$ cat src/rtl/clken_pkg.sv
// Shared constants and types for the clock enable tree.
// Register addresses and field positions live here so that the register file
// and any user of the map agree on them.
package clken_pkg;
    localparam int DATA_W  = 11;
    localparam int NGRP    = 3;
    localparam int CPU_KW  = 3;
    localparam int DBL_KW  = 3;
    localparam int BUS_KW  = 1;
    localparam int PER_KW  = 4;

    localparam logic [1:0] A_SRC   = 2'd0;
    localparam logic [1:0] A_DIV   = 2'd1;
    localparam logic [1:0] A_BGATE = 2'd2;
    localparam logic [1:0] A_PGATE = 2'd3;

    // Field positions inside the divide register
    localparam int CPU_LSB = 0;
    localparam int DBL_LSB = CPU_LSB + CPU_KW;
    localparam int BUS_LSB = DBL_LSB + DBL_KW;
    localparam int PER_LSB = BUS_LSB + BUS_KW;

    typedef struct packed {
        logic [PER_KW-1:0] per_k;
        logic [BUS_KW-1:0] bus_k;
        logic [DBL_KW-1:0] dbl_k;
        logic [CPU_KW-1:0] cpu_k;
    } div_cfg_t;
endpackage

$ cat src/rtl/cg_regs.sv
// Configuration registers of the clock enable tree.
// Holds source selects, the bus path select, the divide fields and all mask
// bits. Peripheral divide values with an odd factor above one are rounded up
// to the next even factor on write, and a sticky flag records the rounding.
// Assumes NBUS+2 and NPER+2 do not exceed DATA_W.
module cg_regs
    import clken_pkg::*;
#(
    parameter int NBUS = 4,
    parameter int NPER = 4
) (
    input  logic                    clk,
    input  logic                    rst_n,
    input  logic                    wr_en,
    input  logic [1:0]              wr_addr,
    input  logic [DATA_W-1:0]       wr_data,
    output logic [NGRP-1:0]         src_sel,
    output logic                    bus_pick,
    output div_cfg_t                div_cfg,
    output logic [1:0]              mem_gate,
    output logic [NBUS-1:0]         bus_gate,
    output logic [NPER-1:0]         per_gate,
    output logic [1:0]              spc_gate,
    output logic                    fix_flag
);
    logic [PER_KW-1:0] per_raw;
    logic              per_odd;
    logic [PER_KW-1:0] per_fixed;

    // Detect a peripheral value with an odd factor above one and round it up
    always_comb begin
        per_raw   = wr_data[PER_LSB +: PER_KW];
        per_odd   = (per_raw != '0) && !per_raw[0];
        per_fixed = per_odd ? per_raw + 1'b1 : per_raw;
    end

    // Register writes, one address per register
    always_ff @(posedge clk) begin
        if (!rst_n) begin
            src_sel  <= '0;
            bus_pick <= 1'b0;
            div_cfg  <= '0;
            mem_gate <= '1;
            bus_gate <= '1;
            per_gate <= '1;
            spc_gate <= '1;
            fix_flag <= 1'b0;
        end else if (wr_en) begin
            case (wr_addr)
                A_SRC: begin
                    src_sel  <= wr_data[NGRP-1:0];
                    bus_pick <= wr_data[NGRP];
                end
                A_DIV: begin
                    div_cfg.cpu_k <= wr_data[CPU_LSB +: CPU_KW];
                    div_cfg.dbl_k <= wr_data[DBL_LSB +: DBL_KW];
                    div_cfg.bus_k <= wr_data[BUS_LSB +: BUS_KW];
                    div_cfg.per_k <= per_fixed;
                    if (per_odd) fix_flag <= 1'b1;
                end
                A_BGATE: begin
                    mem_gate <= wr_data[1:0];
                    bus_gate <= wr_data[2 +: NBUS];
                end
                default: begin
                    per_gate <= wr_data[NPER-1:0];
                    spc_gate <= wr_data[NPER +: 2];
                end
            endcase
        end
    end

    // Rounded write lands as k+1 and raises the flag
    assert_round_up_R6: assert property (@(posedge clk) disable iff (!rst_n)
        (wr_en && wr_addr == A_DIV && wr_data[PER_LSB +: PER_KW] != '0 && !wr_data[PER_LSB])
        |=> (div_cfg.per_k == $past(wr_data[PER_LSB +: PER_KW]) + 1'b1) && fix_flag);

    // Flag never drops outside reset
    assert_flag_sticky_R7: assert property (@(posedge clk) disable iff (!rst_n)
        fix_flag |=> fix_flag);
endmodule

$ cat src/rtl/cg_div.sv
// Enable-pulse divider.
// Counts input enables and passes one through every k+1 of them. The
// requested ratio is loaded only at the terminal count, so no period is cut
// short or stretched. The output is combinational from in_ce so cascaded
// dividers stay aligned to the same reference cycle.
module cg_div #(
    parameter int KW = 3
) (
    input  logic          clk,
    input  logic          rst_n,
    input  logic          in_ce,
    input  logic [KW-1:0] k_req,
    output logic          out_ce
);
    logic [KW-1:0] cnt;
    logic [KW-1:0] act;
    logic          term;

    // Terminal count of the active ratio
    assign term   = (cnt == act);
    assign out_ce = in_ce && term;

    // Count source enables; reload the ratio at the terminal count
    always_ff @(posedge clk) begin
        if (!rst_n) begin
            cnt <= '0;
            act <= '0;
        end else if (in_ce) begin
            if (term) begin
                cnt <= '0;
                act <= k_req;
            end else begin
                cnt <= cnt + 1'b1;
            end
        end
    end

    assert_cnt_bounded_R8: assert property (@(posedge clk) disable iff (!rst_n)
        cnt <= act);

    assert_ratio_at_term_R8: assert property (@(posedge clk) disable iff (!rst_n)
        !(in_ce && term) |=> $stable(act));

    assert_out_needs_in_R4: assert property (@(posedge clk) disable iff (!rst_n)
        out_ce |-> in_ce);
endmodule

$ cat src/rtl/cg_gate.sv
// Mask-and-register stage for a group of outputs sharing one base enable.
// Each lane is held low when its mask bit is 0. The divider behind it keeps
// counting regardless, so unmasking returns the lane in phase.
module cg_gate #(
    parameter int W = 1
) (
    input  logic         clk,
    input  logic         rst_n,
    input  logic         base_ce,
    input  logic [W-1:0] gate,
    output logic [W-1:0] out_ce
);
    // Register the masked copies of the base enable
    always_ff @(posedge clk) begin
        if (!rst_n) out_ce <= '0;
        else        out_ce <= {W{base_ce}} & gate;
    end

    for (genvar i = 0; i < W; i++) begin : g_chk
        assert_mask_holds_low_R9: assert property (@(posedge clk) disable iff (!rst_n)
            !gate[i] |=> !out_ce[i]);
        assert_lane_in_phase_R10: assert property (@(posedge clk) disable iff (!rst_n)
            (gate[i] && base_ce) |=> out_ce[i]);
    end
endmodule

$ cat src/rtl/clken_tree.sv
// Clock enable tree: source select, cascaded dividers and output masks.
// Group 0 drives the processor divider. Group 0 or group 1 (path select)
// drives the memory -> bus -> peripheral chain. Group 2 drives the special
// enables directly. All outputs are registered pulses, one reference cycle
// after their source tick.
module clken_tree
    import clken_pkg::*;
#(
    parameter int NBUS = 4,
    parameter int NPER = 4
) (
    input  logic              clk,
    input  logic              rst_n,
    input  logic              wr_en,
    input  logic [1:0]        wr_addr,
    input  logic [DATA_W-1:0] wr_data,
    input  logic              byp_tick,
    input  logic [NGRP-1:0]   pll_tick,
    output logic              cpu_ce,
    output logic [1:0]        mem_ce,
    output logic [NBUS-1:0]   bus_ce,
    output logic [NPER-1:0]   per_ce,
    output logic [1:0]        spc_ce,
    output logic              fix_flag
);
    logic [NGRP-1:0] src_sel;
    logic            bus_pick;
    div_cfg_t        div_cfg;
    logic [1:0]      mem_gate;
    logic [NBUS-1:0] bus_gate;
    logic [NPER-1:0] per_gate;
    logic [1:0]      spc_gate;

    logic [NGRP-1:0] grp_tick;
    logic            chain_src;
    logic            cpu_base, dbl_base, bus_base, per_base;

    cg_regs #(.NBUS(NBUS), .NPER(NPER)) u_regs (
        .clk(clk), .rst_n(rst_n), .wr_en(wr_en), .wr_addr(wr_addr),
        .wr_data(wr_data), .src_sel(src_sel), .bus_pick(bus_pick),
        .div_cfg(div_cfg), .mem_gate(mem_gate), .bus_gate(bus_gate),
        .per_gate(per_gate), .spc_gate(spc_gate), .fix_flag(fix_flag)
    );

    // Per-group choice between bypass tick and own PLL tick
    for (genvar g = 0; g < NGRP; g++) begin : g_src
        assign grp_tick[g] = src_sel[g] ? pll_tick[g] : byp_tick;
    end

    // Bus chain source picks group 0 or group 1
    assign chain_src = bus_pick ? grp_tick[1] : grp_tick[0];

    cg_div #(.KW(CPU_KW)) u_cpu_div (
        .clk(clk), .rst_n(rst_n), .in_ce(grp_tick[0]),
        .k_req(div_cfg.cpu_k), .out_ce(cpu_base)
    );
    cg_div #(.KW(DBL_KW)) u_dbl_div (
        .clk(clk), .rst_n(rst_n), .in_ce(chain_src),
        .k_req(div_cfg.dbl_k), .out_ce(dbl_base)
    );
    cg_div #(.KW(BUS_KW)) u_bus_div (
        .clk(clk), .rst_n(rst_n), .in_ce(dbl_base),
        .k_req(div_cfg.bus_k), .out_ce(bus_base)
    );
    cg_div #(.KW(PER_KW)) u_per_div (
        .clk(clk), .rst_n(rst_n), .in_ce(bus_base),
        .k_req(div_cfg.per_k), .out_ce(per_base)
    );

    cg_gate #(.W(1)) u_cpu_out (
        .clk(clk), .rst_n(rst_n), .base_ce(cpu_base), .gate(1'b1), .out_ce(cpu_ce)
    );
    cg_gate #(.W(2)) u_mem_out (
        .clk(clk), .rst_n(rst_n), .base_ce(dbl_base), .gate(mem_gate), .out_ce(mem_ce)
    );
    cg_gate #(.W(NBUS)) u_bus_out (
        .clk(clk), .rst_n(rst_n), .base_ce(bus_base), .gate(bus_gate), .out_ce(bus_ce)
    );
    cg_gate #(.W(NPER)) u_per_out (
        .clk(clk), .rst_n(rst_n), .base_ce(per_base), .gate(per_gate), .out_ce(per_ce)
    );
    cg_gate #(.W(2)) u_spc_out (
        .clk(clk), .rst_n(rst_n), .base_ce(grp_tick[2]), .gate(spc_gate), .out_ce(spc_ce)
    );

    // Cascade nesting: each stage only fires with its parent
    assert_bus_within_mem_R5: assert property (@(posedge clk) disable iff (!rst_n)
        bus_base |-> dbl_base);
    assert_per_within_bus_R5: assert property (@(posedge clk) disable iff (!rst_n)
        per_base |-> bus_base);
    assert_chain_from_pick_R3: assert property (@(posedge clk) disable iff (!rst_n)
        dbl_base |-> (bus_pick ? grp_tick[1] : grp_tick[0]));
endmodule

$ cat config.mk
export PLATFORM = sky130hd
export DESIGN_NAME = clken_tree
export DESIGN_NICKNAME = d
export VERILOG_FILES = /design/src/rtl/clken_pkg.sv /design/src/rtl/cg_regs.sv /design/src/rtl/cg_div.sv /design/src/rtl/cg_gate.sv /design/src/rtl/clken_tree.sv
export SDC_FILE = /design/constraint.sdc
export NUM_CORES = 1
export LEC_CHECK = 0
export ABC_AREA = 1
export CORE_MARGIN = 1.5
export CORE_UTILIZATION = 45
export DETAILED_ROUTE_END_ITERATION = 10
export DONT_BUFFER_PORTS = 1
export PLACE_DENSITY_LB_ADDON = 0.2
export SYNTH_ARGS = -nofsm -noshare
export SYNTH_HDL_FRONTEND = slang
export SYNTH_SLANG_ARGS = --single-unit
$ cat constraint.sdc
create_clock -name clk -period 1.7 [get_ports clk]
set_input_delay 0.085 -clock clk [delete_from_list [all_inputs] [get_ports clk]]
set_output_delay 0.085 -clock clk [all_outputs]
set_load 0.1 [all_outputs]
==> reports/results.tsv <==
stage	metric	value	unit
clock_network	htree depth	3	
power_and_ir_drop	Logic pwr share	0.374	
critical_path	Worst EP required	1.98	ns
sta	endpoints failing hold	0	
power_and_ir_drop	clock share of power	0.277	
job	maxcap violations	0	
clock_network	Num CTS Buffers	9	
worst_hold_path	Hold EP	u_regs.src_sel[2]	
global_route	Global Route Usage Sum	0.191	
placed_design	dpl hpwl	3660	um
clock_network	setup repair bufs after CTS	0	
synth	Post-Syn Area	2640	um2
global_route	largest net degree at the start of global routing	50	
floorplanning	Die Y	79.6	um
clock_network	clock slew at reported path FFs	0.07	ns
critical_path	CP Class	primary input to flip-flop	
drt	Routed Antenna Nets	0	
outcome	status	completed	
worst_hold_path	min-delay worst type	primary input to flip-flop	
final_layout	share of cells above drive strength 1	0.124	
clock_network	clock tree from TritonCTS	done	
placed_design	GP Congestion	0.787	
drt	met3 WL	249	um
floorplanning	Die W	79.6	um
floorplanning	# rows	27	
synth	warnings from Yosys	0	
final_layout	filler cell count	539	
sta	max-slew violations	0	
final_layout	most common cell after layout, fill and taps aside	nand2_1	
critical_path	crit start category	primary input	
floorplanning	die area	6330	um2
placed_design	Port Buf Inserts	0	
critical_path	CP max FO	7	
final_layout	commonest cells after routing, fill and taps aside	nand2_1, dfxtp_1, nor2_1	
drt	metal2 WL	2460	um
sta	setup violators final	0	
drt	DRC viols	0	
floorplanning	core footprint	5570	um2
global_route	first-pass GRT wire length	9190	um
final_layout	post-layout util	0.573	
power_and_ir_drop	Pwr Total	5320	uW
sta	clk_skew	0.00740	ns
critical_path	worst reg2reg path depth	7	
placed_design	worst slack, placed	0.269	ns
worst_hold_path	Hold Crit Depth	3	
synth	number of synthesized register bits	63	
power_and_ir_drop	internal power	3180	uW
global_route	vias in the first global route	2082	
drt	drt pass-1 iters	4	
clock_network	clk buf depth	2	
clock_network	Sink Count	63	
power_and_ir_drop	Pwr Density	1670	nW/um2
power_and_ir_drop	worst vdd ir	0.987	mV
sta	RSZ-0062 raised after global routing	false	
global_route	grt ovf	0	
critical_path	R2R Path Start	u_dbl_div.cnt[0]	
sta	Slew @ Worst Pin	0.587	ns
power_and_ir_drop	Flop pwr share	0.349	
worst_hold_path	hold_sp	wr_addr[1]	
power_and_ir_drop	Sw Share	0.403	
synth	syn_nets	382	
critical_path	CP Capture Type	flip-flop	
critical_path	R2R Path End	u_bus_div.act	
sta	setup_tns	0	ns
drt	Vias/cell	4.73	
power_and_ir_drop	net switching power	2140	uW
synth	Synth Instances	356	
drt	via count	2211	
floorplanning	initial core utilization	0.473	
sta	Max-slew headroom	0.607	
drt	Routed WL	5380	um
floorplanning	number of I/O pins	34	
synth	syn avg cell area	7.41	um2
sta	period utilization	0.910	
sta	final setup margin	0.152	ns
synth	post-synthesis sequential area ratio	0.478	
drt	DRT met1 WL	2600	um
global_route	initial antenna violation count	0	
critical_path	reg-to-reg slack, setup	0.27	ns
critical_path	CP arrival	1.83	ns
sta	Final min period	1.55	ns
sta	fmax	646	MHz
clock_network	clk root buf	clkbuf_8	
synth	Yosys cell types	27	
final_layout	Area Overhead vs Synth	21.1	%
drt	initial DRC count	75	
final_layout	ANT cells	0	
final_layout	Final Net Count	416	
power_and_ir_drop	leakage power	0.00152	uW
drt	drt wl/cell	11.5	um
drt	uppermost layer routed	met4	
clock_network	Clk Latency, worst-skew pair	0.33	ns
cell usage after synthesis:
library cell	n	area, um2
a21oi_1	13	65.1
buf_2	2	10.0
buf_8	1	15.0
clkbuf_1	5	18.8
dfxtp_1	63	1260
ha_1	6	75.1
inv_1	42	158
inv_2	4	15.0
nand2_1	94	353
nand2_2	1	6.26
nand2_4	1	11.3
nand3_1	20	100
nand3_2	1	10.0
nand3_4	1	17.5
nand4_1	5	31.3
nor2_1	55	206
nor2_2	1	6.26
nor2_4	2	22.5
nor2_8	1	20.0
nor3_1	3	15.0
nor3_2	2	20.0
o211ai_1	1	7.51
o21a_1	1	7.51
o21ai_0	22	110
or2_2	1	6.26
xnor2_1	6	52.6
xor2_1	2	17.5
metrics by stage:
stage	instance area (um2)	hold slack (ns)	cells
after floorplan	2640	0.211	356
after global placement	2810	0.175	437
after detailed placement	2810	0.178	437
after CTS	3190	0.000468	467
after global routing	3190	0.0294	467
final	3190	0.0161	467
timing repair:
item | CTS | global route
hold buffers | 14 | 0
gates resized for setup | 0 | 0
endpoints found under the setup margin | 0 | 0
endpoints found under the hold margin | 57 | 0
kinds of logic after synthesis:
group                      share of synthesized area
and+or+nand+nor                                0.313
DFF                                            0.478
buffers and inverters                         0.0820
AOI/OAI and AO/OA                             0.0721
xor gates and xnor gates                      0.0266
adders and majority gates                     0.0284
how the worst max path moves through the flow:
stage	from	to	cells after the start
floorplan	u_bus_div.cnt	u_per_div.cnt[3]	8
global placement	u_dbl_div.cnt[0]	u_bus_div.act	7
detailed placement	u_dbl_div.cnt[0]	u_bus_div.act	7
CTS	wr_addr[0]	u_regs.bus_gate[1]	5
global route	wr_addr[0]	u_regs.bus_gate[1]	5
finish	wr_addr[0]	u_regs.bus_gate[1]	5
critical path, stage by stage:
cell and delay (ns):
dlygate4sd3_1 0.57, nor3_2 0.40, nand2_1 0.11, dlygate4sd3_1 0.58
nand3_1 0.08
power by group through the flow:
stage                     logic, uW  clock network, uW  registers, uW
after floorplan                1100                  0           2400
after global placement         1920                  0           1880
after detailed placement       1950                  0           1890
after CTS                      2000               1510           1860
after global routing           2210               1570           1890
final                          1990               1470           1860
layout make-up:
class	instances	area, um2	share of cell area
Sequential cell	63	1260	0.395
Multi-Input combinational cell	239	1160	0.363
Timing Repair Buffer	31	278	0.0870
Tap cell	72	90.1	0.0282
Inverter	46	173	0.0541
Clock inverter	5	80.1	0.0251
Clock buffer	11	151	0.0474
metal layers:
layer	global-route usage	vias up
li1	-	1179
met1	0.225	987
met2	0.320	38
met3	0.0663	7
met4	0.0667	0
met5	0	-
registers in the layout, indices dropped and copies added (netlist names):
register          flops
u_regs.div_cfg       11
u_dbl_div.act         3
u_regs.bus_pick       1
u_bus_div.act         1
u_regs.per_gate       4
u_regs.spc_gate       2
u_bus_div.cnt         1
u_cpu_div.cnt         3
u_cpu_out.out_ce      1
u_regs.src_sel        3
u_regs.mem_gate       2
u_per_div.cnt         4
u_regs.fix_flag       1
u_dbl_div.cnt         3
u_per_out.out_ce      4
u_per_div.act         4
u_cpu_div.act         3
u_bus_out.out_ce      4
u_spc_out.out_ce      2
u_regs.bus_gate       4
u_mem_out.out_ce      2
Note: power is estimated with default switching activity, not from simulation.
